<file path="src/rtl/roi_pkg.sv">
package roi_pkg;

  typedef enum logic [2:0] {
    PH_IDLE,
    PH_ROWSEL,
    PH_ADCLATCH,
    PH_XFER,
    PH_COLWALK,
    PH_DONE
  } roiPhase_t;

  // control -> datapath strobes
  typedef struct packed {
    logic loadWin;   // sample bounds, preset row counter
    logic rowStep;   // advance to next row
    logic colInit;   // preset column counter to first group
    logic colStep;   // advance column counter
  } roiStrobes_t;

endpackage

</file>
<file path="src/rtl/roi_datapath.sv">
module roi_datapath
  import roi_pkg::*;
#(
  parameter int COL_W = 7,
  parameter int ROW_W = 10,
  parameter int COL_MAX = 127,
  parameter int ROW_MAX = 1023
) (
  input  logic             clk,
  input  logic             rstN,
  input  roiStrobes_t      strb,
  input  logic [COL_W-1:0] colFirstIn,
  input  logic [COL_W-1:0] colLastIn,
  input  logic [ROW_W-1:0] rowFirstIn,
  input  logic [ROW_W-1:0] rowLastIn,
  output logic [ROW_W-1:0] rowCnt,
  output logic [COL_W-1:0] colCnt,
  output logic             colAtEnd,
  output logic             rowAtEnd,
  output logic [COL_W-1:0] winColFirst,
  output logic [COL_W-1:0] winColLast,
  output logic [ROW_W-1:0] winRowFirst,
  output logic [ROW_W-1:0] winRowLast
);

  localparam logic [COL_W-1:0] ColTop = COL_W'(COL_MAX);
  localparam logic [ROW_W-1:0] RowTop = ROW_W'(ROW_MAX);

  logic [COL_W-1:0] colFirstLim, colLastLim, colLastEff;
  logic [ROW_W-1:0] rowFirstLim, rowLastLim, rowLastEff;

  // limit to the frame, then force last >= first
  always_comb begin
    colFirstLim = (colFirstIn > ColTop) ? ColTop : colFirstIn;
    colLastLim  = (colLastIn  > ColTop) ? ColTop : colLastIn;
    rowFirstLim = (rowFirstIn > RowTop) ? RowTop : rowFirstIn;
    rowLastLim  = (rowLastIn  > RowTop) ? RowTop : rowLastIn;
    colLastEff  = (colLastLim < colFirstLim) ? colFirstLim : colLastLim;
    rowLastEff  = (rowLastLim < rowFirstLim) ? rowFirstLim : rowLastLim;
  end

  always_ff @(posedge clk or negedge rstN) begin
    if (!rstN) begin
      winColFirst <= '0;
      winColLast  <= '0;
      winRowFirst <= '0;
      winRowLast  <= '0;
    end else if (strb.loadWin) begin
      winColFirst <= colFirstLim;
      winColLast  <= colLastEff;
      winRowFirst <= rowFirstLim;
      winRowLast  <= rowLastEff;
    end
  end

  always_ff @(posedge clk or negedge rstN) begin
    if (!rstN) begin
      rowCnt <= '0;
    end else if (strb.loadWin) begin
      rowCnt <= rowFirstLim;
    end else if (strb.rowStep) begin
      rowCnt <= rowCnt + 1'b1;
    end
  end

  always_ff @(posedge clk or negedge rstN) begin
    if (!rstN) begin
      colCnt <= '0;
    end else if (strb.colInit) begin
      colCnt <= winColFirst;
    end else if (strb.colStep) begin
      colCnt <= colCnt + 1'b1;
    end
  end

  assign colAtEnd = (colCnt == winColLast);
  assign rowAtEnd = (rowCnt == winRowLast);

  // sampled window is never inverted
  assert_win_ordered_R6: assert property (@(posedge clk) disable iff (!rstN)
    (winColLast >= winColFirst) && (winRowLast >= winRowFirst));

  // a row step never runs past the sampled last row
  assert_row_in_window_R5: assert property (@(posedge clk) disable iff (!rstN)
    strb.rowStep |=> (rowCnt <= winRowLast) && (rowCnt > winRowFirst));

endmodule

</file>
<file path="src/rtl/roi_ctrl.sv">
module roi_ctrl
  import roi_pkg::*;
(
  input  logic        clk,
  input  logic        rstN,
  input  logic        startPulse,
  input  logic        colAtEnd,
  input  logic        rowAtEnd,
  output roiStrobes_t strb,
  output logic        rowSelStb,
  output logic        adcLatchStb,
  output logic        xferStb,
  output logic        colValid,
  output logic        frameDone,
  output logic        busy
);

  roiPhase_t phase, phaseNext;

  always_comb begin
    phaseNext = phase;
    unique case (phase)
      PH_IDLE:     if (startPulse) phaseNext = PH_ROWSEL;
      PH_ROWSEL:   phaseNext = PH_ADCLATCH;
      PH_ADCLATCH: phaseNext = PH_XFER;
      PH_XFER:     phaseNext = PH_COLWALK;
      PH_COLWALK:  if (colAtEnd) phaseNext = rowAtEnd ? PH_DONE : PH_ROWSEL;
      PH_DONE:     phaseNext = PH_IDLE;
      default:     phaseNext = PH_IDLE;
    endcase
  end

  always_ff @(posedge clk or negedge rstN) begin
    if (!rstN) phase <= PH_IDLE;
    else       phase <= phaseNext;
  end

  always_comb begin
    strb.loadWin = (phase == PH_IDLE) && startPulse;
    strb.colInit = (phase == PH_XFER);
    strb.colStep = (phase == PH_COLWALK) && !colAtEnd;
    strb.rowStep = (phase == PH_COLWALK) && colAtEnd && !rowAtEnd;
  end

  assign rowSelStb   = (phase == PH_ROWSEL);
  assign adcLatchStb = (phase == PH_ADCLATCH);
  assign xferStb     = (phase == PH_XFER);
  assign colValid    = (phase == PH_COLWALK);
  assign frameDone   = (phase == PH_DONE);
  assign busy        = (phase != PH_IDLE);

  // fixed phase order within a row
  assert_sel_then_adc_R3: assert property (@(posedge clk) disable iff (!rstN)
    rowSelStb |=> adcLatchStb);
  assert_adc_then_xfer_R3: assert property (@(posedge clk) disable iff (!rstN)
    adcLatchStb |=> xferStb);
  assert_xfer_then_walk_R3: assert property (@(posedge clk) disable iff (!rstN)
    xferStb |=> colValid);

  // done is a single pulse ending the frame
  assert_done_single_R9: assert property (@(posedge clk) disable iff (!rstN)
    frameDone |=> !frameDone && !busy);
  assert_done_after_walk_R9: assert property (@(posedge clk) disable iff (!rstN)
    frameDone |-> $past(colValid));

endmodule

</file>
<file path="src/rtl/roi_readout_seq.sv">
module roi_readout_seq
  import roi_pkg::*;
#(
  parameter int SENSOR_COLS = 1280,
  parameter int SENSOR_ROWS = 1024,
  parameter int GROUP_PIX   = 10
) (
  input  logic                                     clk,
  input  logic                                     rstN,
  input  logic                                     startPulse,
  input  logic [$clog2(SENSOR_COLS/GROUP_PIX)-1:0] colFirstIn,
  input  logic [$clog2(SENSOR_COLS/GROUP_PIX)-1:0] colLastIn,
  input  logic [$clog2(SENSOR_ROWS)-1:0]           rowFirstIn,
  input  logic [$clog2(SENSOR_ROWS)-1:0]           rowLastIn,
  output logic [$clog2(SENSOR_ROWS)-1:0]           rowAddr,
  output logic                                     rowSelStb,
  output logic                                     adcLatchStb,
  output logic                                     xferStb,
  output logic [$clog2(SENSOR_COLS/GROUP_PIX)-1:0] colIdx,
  output logic                                     colValid,
  output logic                                     frameDone,
  output logic                                     busy
);

  localparam int GROUPS = SENSOR_COLS / GROUP_PIX;
  localparam int COL_W  = $clog2(GROUPS);
  localparam int ROW_W  = $clog2(SENSOR_ROWS);

  roiStrobes_t      strb;
  logic             colAtEnd, rowAtEnd;
  logic [COL_W-1:0] winColFirst, winColLast;
  logic [ROW_W-1:0] winRowFirst, winRowLast;

  roi_ctrl i_ctrl (
    .clk         (clk),
    .rstN        (rstN),
    .startPulse  (startPulse),
    .colAtEnd    (colAtEnd),
    .rowAtEnd    (rowAtEnd),
    .strb        (strb),
    .rowSelStb   (rowSelStb),
    .adcLatchStb (adcLatchStb),
    .xferStb     (xferStb),
    .colValid    (colValid),
    .frameDone   (frameDone),
    .busy        (busy)
  );

  roi_datapath #(
    .COL_W   (COL_W),
    .ROW_W   (ROW_W),
    .COL_MAX (GROUPS - 1),
    .ROW_MAX (SENSOR_ROWS - 1)
  ) i_dp (
    .clk         (clk),
    .rstN        (rstN),
    .strb        (strb),
    .colFirstIn  (colFirstIn),
    .colLastIn   (colLastIn),
    .rowFirstIn  (rowFirstIn),
    .rowLastIn   (rowLastIn),
    .rowCnt      (rowAddr),
    .colCnt      (colIdx),
    .colAtEnd    (colAtEnd),
    .rowAtEnd    (rowAtEnd),
    .winColFirst (winColFirst),
    .winColLast  (winColLast),
    .winRowFirst (winRowFirst),
    .winRowLast  (winRowLast)
  );

  // walk stays inside the sampled window and steps by one
  assert_col_in_window_R4: assert property (@(posedge clk) disable iff (!rstN)
    colValid |-> (colIdx >= winColFirst) && (colIdx <= winColLast));
  assert_col_step_R4: assert property (@(posedge clk) disable iff (!rstN)
    colValid && $past(colValid) |-> colIdx == COL_W'($past(colIdx) + 1'b1));

  // row address held through the row's later phases
  assert_row_held_R3: assert property (@(posedge clk) disable iff (!rstN)
    (adcLatchStb || xferStb || colValid) |-> $stable(rowAddr));

  // bounds frozen while a frame is running
  assert_win_frozen_R7: assert property (@(posedge clk) disable iff (!rstN)
    busy && $past(busy) |-> $stable({winColFirst, winColLast, winRowFirst, winRowLast}));

  // first row-select uses the sampled first row
  assert_first_row_R2: assert property (@(posedge clk) disable iff (!rstN)
    $rose(busy) |-> rowSelStb && (rowAddr == winRowFirst));

endmodule

</file>
<file path="config.mk">
export PLATFORM = sky130hd
export DESIGN_NAME = roi_readout_seq
export DESIGN_NICKNAME = d
export VERILOG_FILES = /design/src/rtl/roi_pkg.sv /design/src/rtl/roi_datapath.sv /design/src/rtl/roi_ctrl.sv /design/src/rtl/roi_readout_seq.sv
export SDC_FILE = /design/constraint.sdc
export NUM_CORES = 1
export LEC_CHECK = 0
export ABC_AREA = 1
export CAP_MARGIN = 20
export CORE_MARGIN = 5
export CORE_UTILIZATION = 57
export DETAILED_ROUTE_END_ITERATION = 10
export PLACE_DENSITY_LB_ADDON = 0.25
export SETUP_SLACK_MARGIN = 0.4
export SYNTH_ARGS = -nofsm -noshare
export SYNTH_HDL_FRONTEND = slang
export SYNTH_SLANG_ARGS = --single-unit
</file>
<file path="constraint.sdc">
create_clock -name clk -period 3.85 [get_ports clk]
set_input_delay 0.77 -clock clk [delete_from_list [all_inputs] [get_ports clk]]
set_output_delay 0.77 -clock clk [all_outputs]
set_load 0.02 [all_outputs]
</file>
==> metrics.md, run 1 <==
| Metric | Value |
|---|---|
| Commonest non-fill, non-tap cell in the layout | nand2_1 |
| Clk pwr share | 0.119 |
| Clock latency at the later pin of the worst-skew pair | 0.30 ns |
| Starting DRT DRC Count | 189 |
| Routed WL | 7210 um |
| Hold_buf cts | 0 |
| Flops & latches, synth | 44 |
| Via density | 5.15 |
| Die area | 7290 um2 |
| Root Buffer | clkbuf_8 |
| Worst Skew | 0.0103 ns |
| Reg2reg start | i_ctrl.phase[1] |
| Met2 routed WL | 3240 um |
| Maxcap violations | 0 |
| IO buf count | 59 |
| Crit-path slowest cell | clkdlybuf4s50_1 |
| Cell internal pwr | 1340 uW |
| Post-Syn Area | 3240 um2 |
| Final min period | 2.69 ns |
| Reg2reg end | i_dp.rowCnt[6] |
| Largest net degree at the start of global routing | 45 |
| M1 WL | 3510 um |
| Sw frac | 0.458 |
| NetSw | 1130 uW |
| Hold Crit Class | in2async |
| Number of flops mapped to enable cells by yosys | 0 |
| Layout cells sized above 1 | 0.0722 |
| CP top delay family | buffers and inverters |
| Flop pwr share | 0.367 |
| Post-Syn Instances | 486 |
| Crit path DAT | 1.92 ns |
| RSZ-0062 raised after global routing | false |
| Wire per inst | 12.1 um |
| Startpoint types | register |
| Die height | 85.4 um |
| Worst-path clk slew | 0.09 ns |
| Most frequent CP cell | inv_2 |
| CTS Sinks | 44 |
| Initial Utilization | 0.588 |
| Reg2reg path depth | 7 |
| First-pass GRT wire length | 12400 um |
| GPL Wtd Cong | 0.887 |
| CP Max Fanout | 11 |
| Worst path cell trace | inv_2, nand3_2, inv_2, clkdlybuf4s50_1 |
| Most used DFF post-synth | dfrtp_1 |
| Peak Freq | 0.372 GHz |
| Maximum VDD drop | 365 uV |
| PD cells | 630 nW/um2 |
| Worst Setup End Kind | output port |
| Gate power share | 0.513 |
| Sequential area share after synthesis | 0.340 |
| Layout area overhead | 20.7% |
| Final setup TNS | 0 ns |
| Die width | 85.4 um |
| # Post-CTS Setup Buffers | 0 |
| Post-Syn Nets | 540 |
| Reg2Reg Setup Slack | 1.81 ns |
| TritonCTS buffer count | 5 |
| Core area | 5510 um2 |
| Most frequent cells in the layout | nand2_1 (176), inv_1 (62), clkdlybuf4s50_1 (58) |
| Top Layer Used | met4 |
| IO Pins | 60 |
| Post-synth cell types | 30 |
| HPWL Detailed | 5590 um |
| Vias in the first global route | 2821 |
| Vias post-DR | 3082 |
| GRT Total Usage | 0.205 |
| CTS max path bufs | 2 |
| Post-route DRC | 0 |
| Initial antenna violation count | 0 |
| CTS tree | done |
| Normalized max-slew margin | 0.658 |
| Met3 wire length | 396 um |
| Yosys warnings | 0 |
| # fillers | 481 |
| Resized cells post-CTS | 0 |
| Top cells by area, synth | dfrtp_1 (34%), nand2_1 (20%), inv_1 (7.2%) |
| Std-Cell Rows | 27 |
| CP required | 3.08 ns |
| Syn Area/Cell | 6.67 um2 |
| TritonRoute pass-1 iters | 4 |
| Leak pwr | 0.00205 uW |
| Run status | complete, no violations |
| H-tree depth | 2 |
| Worst-margin pin slew | 0.513 ns |
| Final nets | 579 |
| Period utilisation layout | 0.697 |
| Crit Path Category | reg2out |
| Async S/R FF share, synth | 1.00 |
| Overall Power | 2460 uW |
| Buffer and inverter count on the worst path | 3 |
| Detail Route Antenna Nets | 0 |
| Share of the synthesized area in the top cell type | 0.340 |
| Yosys top cell by area | dfrtp_1 |
| Final Max Tran Viols | 0 |
| Final count of hold timing violations | 0 |
| Ant diodes | 0 |
| Slowest stage delay, CP | 0.64 ns |
| Final Setup Violations | 0 |
| Final global-route overflow total | 0 |
[metal layers]
metal / global-route usage / up-vias
met5: 0 / -
met4: 0.0619 / 0
met3: 0.0311 / 9
met2: 0.334 / 78
met1: 0.281 / 1403
li1: - / 1592
[registers in the layout, indices dropped and copies added, names as in the netlist]
| register | count |
|---|---|
| i_dp.winRowLast | 10 |
| i_dp.winColLast | 7 |
| i_ctrl.phase | 3 |
| i_dp.winColFirst | 7 |
| i_dp.colCnt | 7 |
| i_dp.rowCnt | 10 |
[final cells by class]
type	instances	area, um2	share of cell area
clock buffer	5	68.8	0.0176
tap	72	90.1	0.0230
inverter	70	263	0.0672
multi-input combinational	343	1740	0.446
timing repair buffer	61	621	0.159
clock inverter	3	23.8	0.00608
sequential	44	1100	0.282
[worst max-delay path by stage]
| stage | cells past startpoint | to | from | slack [ns] |
|---|---|---|---|---|
| after CTS | 4 | xferStb | i_ctrl.phase[2] | 1.16 |
| final | 4 | xferStb | i_ctrl.phase[2] | 1.16 |
| after detailed placement | 10 | i_dp.winRowLast[0] | rowFirstIn[7] | 0.92 |
| after global placement | 10 | i_dp.winRowLast[9] | rowFirstIn[7] | 1.04 |
| after global routing | 10 | i_dp.winRowLast[0] | rowFirstIn[7] | 0.99 |
| after floorplan | 9 | i_dp.winRowLast[7] | rowLastIn[5] | 1.84 |
[kinds of logic after synthesis]
group                      Yosys count  synth area share
AOI/OAI and AO/OA                   42            0.0707
xor gates and xnor gates             9            0.0243
adders and majority gates           17            0.0657
buffers and inverters               99             0.122
DFF                                 44             0.340
and+or+nand+nor                    275             0.377
[metrics by stage]
stage	area (um2)	worst slack [ns]	util	hold WS, ns	instances
after floorplan	3240	1.84	-	0.453	486
after global placement	3790	1.04	0.688	0.466	589
after detailed placement	3790	0.917	0.688	0.480	589
after CTS	3880	1.16	0.705	0.501	597
after global routing	3910	0.990	0.710	0.459	598
final	3910	1.16	0.710	0.415	598
[power by group through the flow]
stage / clock network (uW) / logic (uW) / registers, uW
3_3_place_gp: 0 / 1220 / 892
6_report: 294 / 1270 / 905
5_1_grt: 311 / 1440 / 937
4_1_cts: 297 / 1270 / 899
3_5_place_dp: 0 / 1260 / 907
2_1_floorplan: 0 / 839 / 926
[Yosys cell counts, types with 2 or more instances]
cell and n:
o21ai_1 6, nand2_1 176, or2_1 3, nand2_2 4, nor2_1 19, dfrtp_1 44, nand3_2 12, ha_1 17
nor2_2 2, xnor2_1 4, nand3_1 42, inv_2 7, nand4_1 11, o21a_1 2, o21ai_0 22, inv_1 62
buf_2 4, clkbuf_1 21, a21oi_1 10, xor2_1 5, nor3_1 3, buf_6 2
[worst reg2reg max path, cell delays in order (launching register included)]
cell	delay, ns
dfrtp_1	0.42
nor2_1	0.21
nand3_2	0.44
inv_2	0.51
nand2_1	0.18
nand2_1	0.12
nand2_1	0.06
nand2_1	0.06
No activity file was read; power rests on OpenSTA's default activity.
==> run 2, diff against run 1 <==
--- a/config.mk
+++ b/config.mk
@@ -8,7 +8,7 @@
 export ABC_AREA = 1
 export CAP_MARGIN = 20
 export CORE_MARGIN = 5
-export CORE_UTILIZATION = 57
+export CORE_UTILIZATION = 48
 export DETAILED_ROUTE_END_ITERATION = 10
 export PLACE_DENSITY_LB_ADDON = 0.25
 export SETUP_SLACK_MARGIN = 0.4
==> constraint.sdc (replaced) <==
create_clock -name clk -period 2.2 [get_ports clk]
set_input_delay 0.44 -clock clk [delete_from_list [all_inputs] [get_ports clk]]
set_output_delay 0.44 -clock clk [all_outputs]
set_load 0.02 [all_outputs]
==> metrics.md, run 2 (same netlist as run 1, synthesis figures left out) <==
| Metric | Value |
|---|---|
| Run status | complete, no violations |
| Maximum VDD drop | 376 uV (+3.0%) |
| Final setup margin | 0.412 ns (-0.753 ns) |
| TritonCTS buffer count | 5 (unchanged) |
| Hold_buf cts | 0 (unchanged) |
| GRT Total Usage | 0.194 (-0.0109) |
| Final min period | 1.79 ns |
| Worst Skew | 0.00945 ns (-0.000799 ns) |
| GPL Wtd Cong | 0.851 (-4.1%) |
| Initial antenna violation count | 0 (unchanged) |
| PD cells | 1030 nW/um2 (+64%) |
| Reg2Reg Setup Slack | 0.58 ns (-1.23 ns) |
| Detail Route Antenna Nets | 0 (unchanged) |
| Vias post-DR | 3233 (+4.9%) |
| Commonest non-fill, non-tap cell in the layout | nand2_1 |
| CTS Sinks | 44 (unchanged) |
| Final count of hold timing violations | 0 (unchanged) |
| Routed WL | 8690 um (+20%) |
| Slowest stage delay, CP | 0.47 ns (-0.17 ns) |
| Sw frac | 0.461 (+0.00309) |
| Layout cells sized above 1 | 0.193 (+0.121) |
| Gate power share | 0.502 (-0.011) |
| Normalized max-slew margin | 0.620 (-0.0374) |
| Ant diodes | 0 (unchanged) |
| Peak Freq | 0.559 GHz |
| Crit Path Category | in2reg |
| Maxcap violations | 0 (unchanged) |
| Largest net degree at the start of global routing | 55 (+22%) |
| Final setup TNS | 0 ns (unchanged) |
| RSZ-0062 raised after global routing | true |
| Die height | 92.2 um (+7.9%) |
| Reg2reg start | i_dp.colCnt[3] |
| Wire per inst | 13.9 um (+15%) |
| Hold Crit Class | in2async |
| Most frequent cells in the layout | nand2_1 (170), inv_1 (54), nand3_1 (40) |
| Final global-route overflow total | 0 (unchanged) |
| Final Max Tran Viols | 0 (unchanged) |
| Startpoint types | input port |
| Post-route DRC | 0 (unchanged) |
| Reg2reg end | i_dp.rowCnt[3] |
| Design Area, Final | 4370 um2 (+12%) |
| First-pass GRT wire length | 13500 um (+9.5%) |
| Die area | 8490 um2 (+16%) |
| Starting DRT DRC Count | 161 (-15%) |
| Via density | 5.18 (+0.53%) |
| Die width | 92.2 um (+7.9%) |
| Worst-path clk slew | 0.09 ns (about the same) |
| Final nets | 597 (+3.1%) |
| CP Max Fanout | 5 (-6) |
| Initial Utilization | 0.485 (-0.103) |
| Leak pwr | 0.00237 uW (+15%) |
| Finished Layout Cells | 624 (+4.3%) |
| Core area | 6680 um2 (+21%) |
| Crit path DAT | 1.99 ns (+0.07 ns) |
| Flop pwr share | 0.355 (-0.012) |
| Final Setup Violations | 0 (unchanged) |
| Root Buffer | clkbuf_8 |
| Std-Cell Rows | 30 (+11%) |
| Worst path cell trace | clkdlybuf4s50_1, inv_2, ha_1, a21oi_2, o21ai_4, nand2_4, buf_6, nand4_1, nand3_1, nand2_1 |
| Placed Cells incl. Taps | 607 (+3.1%) |
| Clock latency at the later pin of the worst-skew pair | 0.30 ns (about the same) |
| Placement Setup Slack | -0.120 ns (-1.04 ns) |
| Crit-path slowest cell | clkdlybuf4s50_1 |
| Clk pwr share | 0.143 (+0.024) |
| Worst Setup End Kind | register |
| Vias in the first global route | 3017 (+6.9%) |
| Overall Power | 4520 uW (+83%) |
| Period utilisation layout | 0.813 |
| Layout area overhead | 34.8% |
| NetSw | 2080 uW (+84%) |
| CP required | 2.40 ns (-0.68 ns) |
| CTS max path bufs | 2 (unchanged) |
| CTS tree | done |
| TritonRoute pass-1 iters | 5 (+1) |
| Reg2reg path depth | 9 (+2) |
| Worst-margin pin slew | 0.570 ns (+0.0566 ns) |
| Regs by FF count | i_dp.rowCnt x10, i_dp.winRowLast x10 |
| HPWL Detailed | 5820 um (+4.1%) |
| Placed Area | 3890 um2 (+2.6%) |
| IO buf count | 59 (unchanged) |
| Cell internal pwr | 2430 uW (+82%) |
| IO Pins | 60 (unchanged) |
| H-tree depth | 2 (unchanged) |
run 2: how the worst max path moves through the flow:
stage,start,to,slack [ns],cells after the start
2_1_floorplan,rowLastIn[5],i_dp.winRowLast[7],0.52,9
3_3_place_gp,rowFirstIn[9],i_dp.winRowLast[8],-0.02,10
5_1_grt,rowFirstIn[2],i_dp.winRowLast[9],0.35,10
4_1_cts,i_ctrl.phase[2],xferStb,0.28,4
6_report,rowFirstIn[2],i_dp.winRowLast[9],0.41,10
3_5_place_dp,rowFirstIn[5],i_dp.winRowLast[2],-0.12,10
run 2: critical path: cells and delay by family:
family                     cells  cell delay, ns
adders and majority gates      1            0.19
and+or+nand+nor                4            0.44
AOI/OAI and AO/OA              2            0.25
buffers and inverters          3            0.67
run 2: per-layer routing:
| metal | up-vias | share of wire | track usage |
|---|---|---|---|
| met1 | 1491 | 0.45 | 0.261 |
| met3 | 16 | 0.053 | 0.0254 |
| met5 | - | 0 | 0 |
| met4 | 0 | 0.018 | 0.0718 |
| met2 | 94 | 0.48 | 0.319 |
| li1 | 1632 | - | - |
run 2: final cells by class:
| type | count | area (um2) |
|---|---|---|
| well taps | 80 | 100 |
| repair buffers | 78 | 758 |
| inverters | 70 | 263 |
| fillers | 584 | 2320 |
| clock buffers | 5 | 68.8 |
| flip-flops and latches | 44 | 1110 |
| multi-input cells | 344 | 2020 |
| clock inverters | 3 | 46.3 |
run 2: power by group through the flow:
stage | registers (uW) | clock network, uW | logic, uW
after global placement | 1580 | 0 | 2180
after floorplan | 1620 | 0 | 1470
after detailed placement | 1590 | 0 | 2250
after global routing | 1670 | 691 | 2560
final | 1600 | 644 | 2270
after CTS | 1570 | 648 | 2200
run 2: per-stage QoR:
stage               hold slack (ns)  utilization
global placement              0.419        0.582
global route                  0.101        0.653
detailed placement            0.420        0.582
floorplan                     0.144            -
finish                       0.0803        0.653
CTS                          0.0886        0.625
run 2: timing repair:
item,in CTS,in global routing
gates resized for setup,56,59
cloned,4,0
pin swaps,10,23
buffers inserted,2,3
endpoints found under the setup margin,44,32
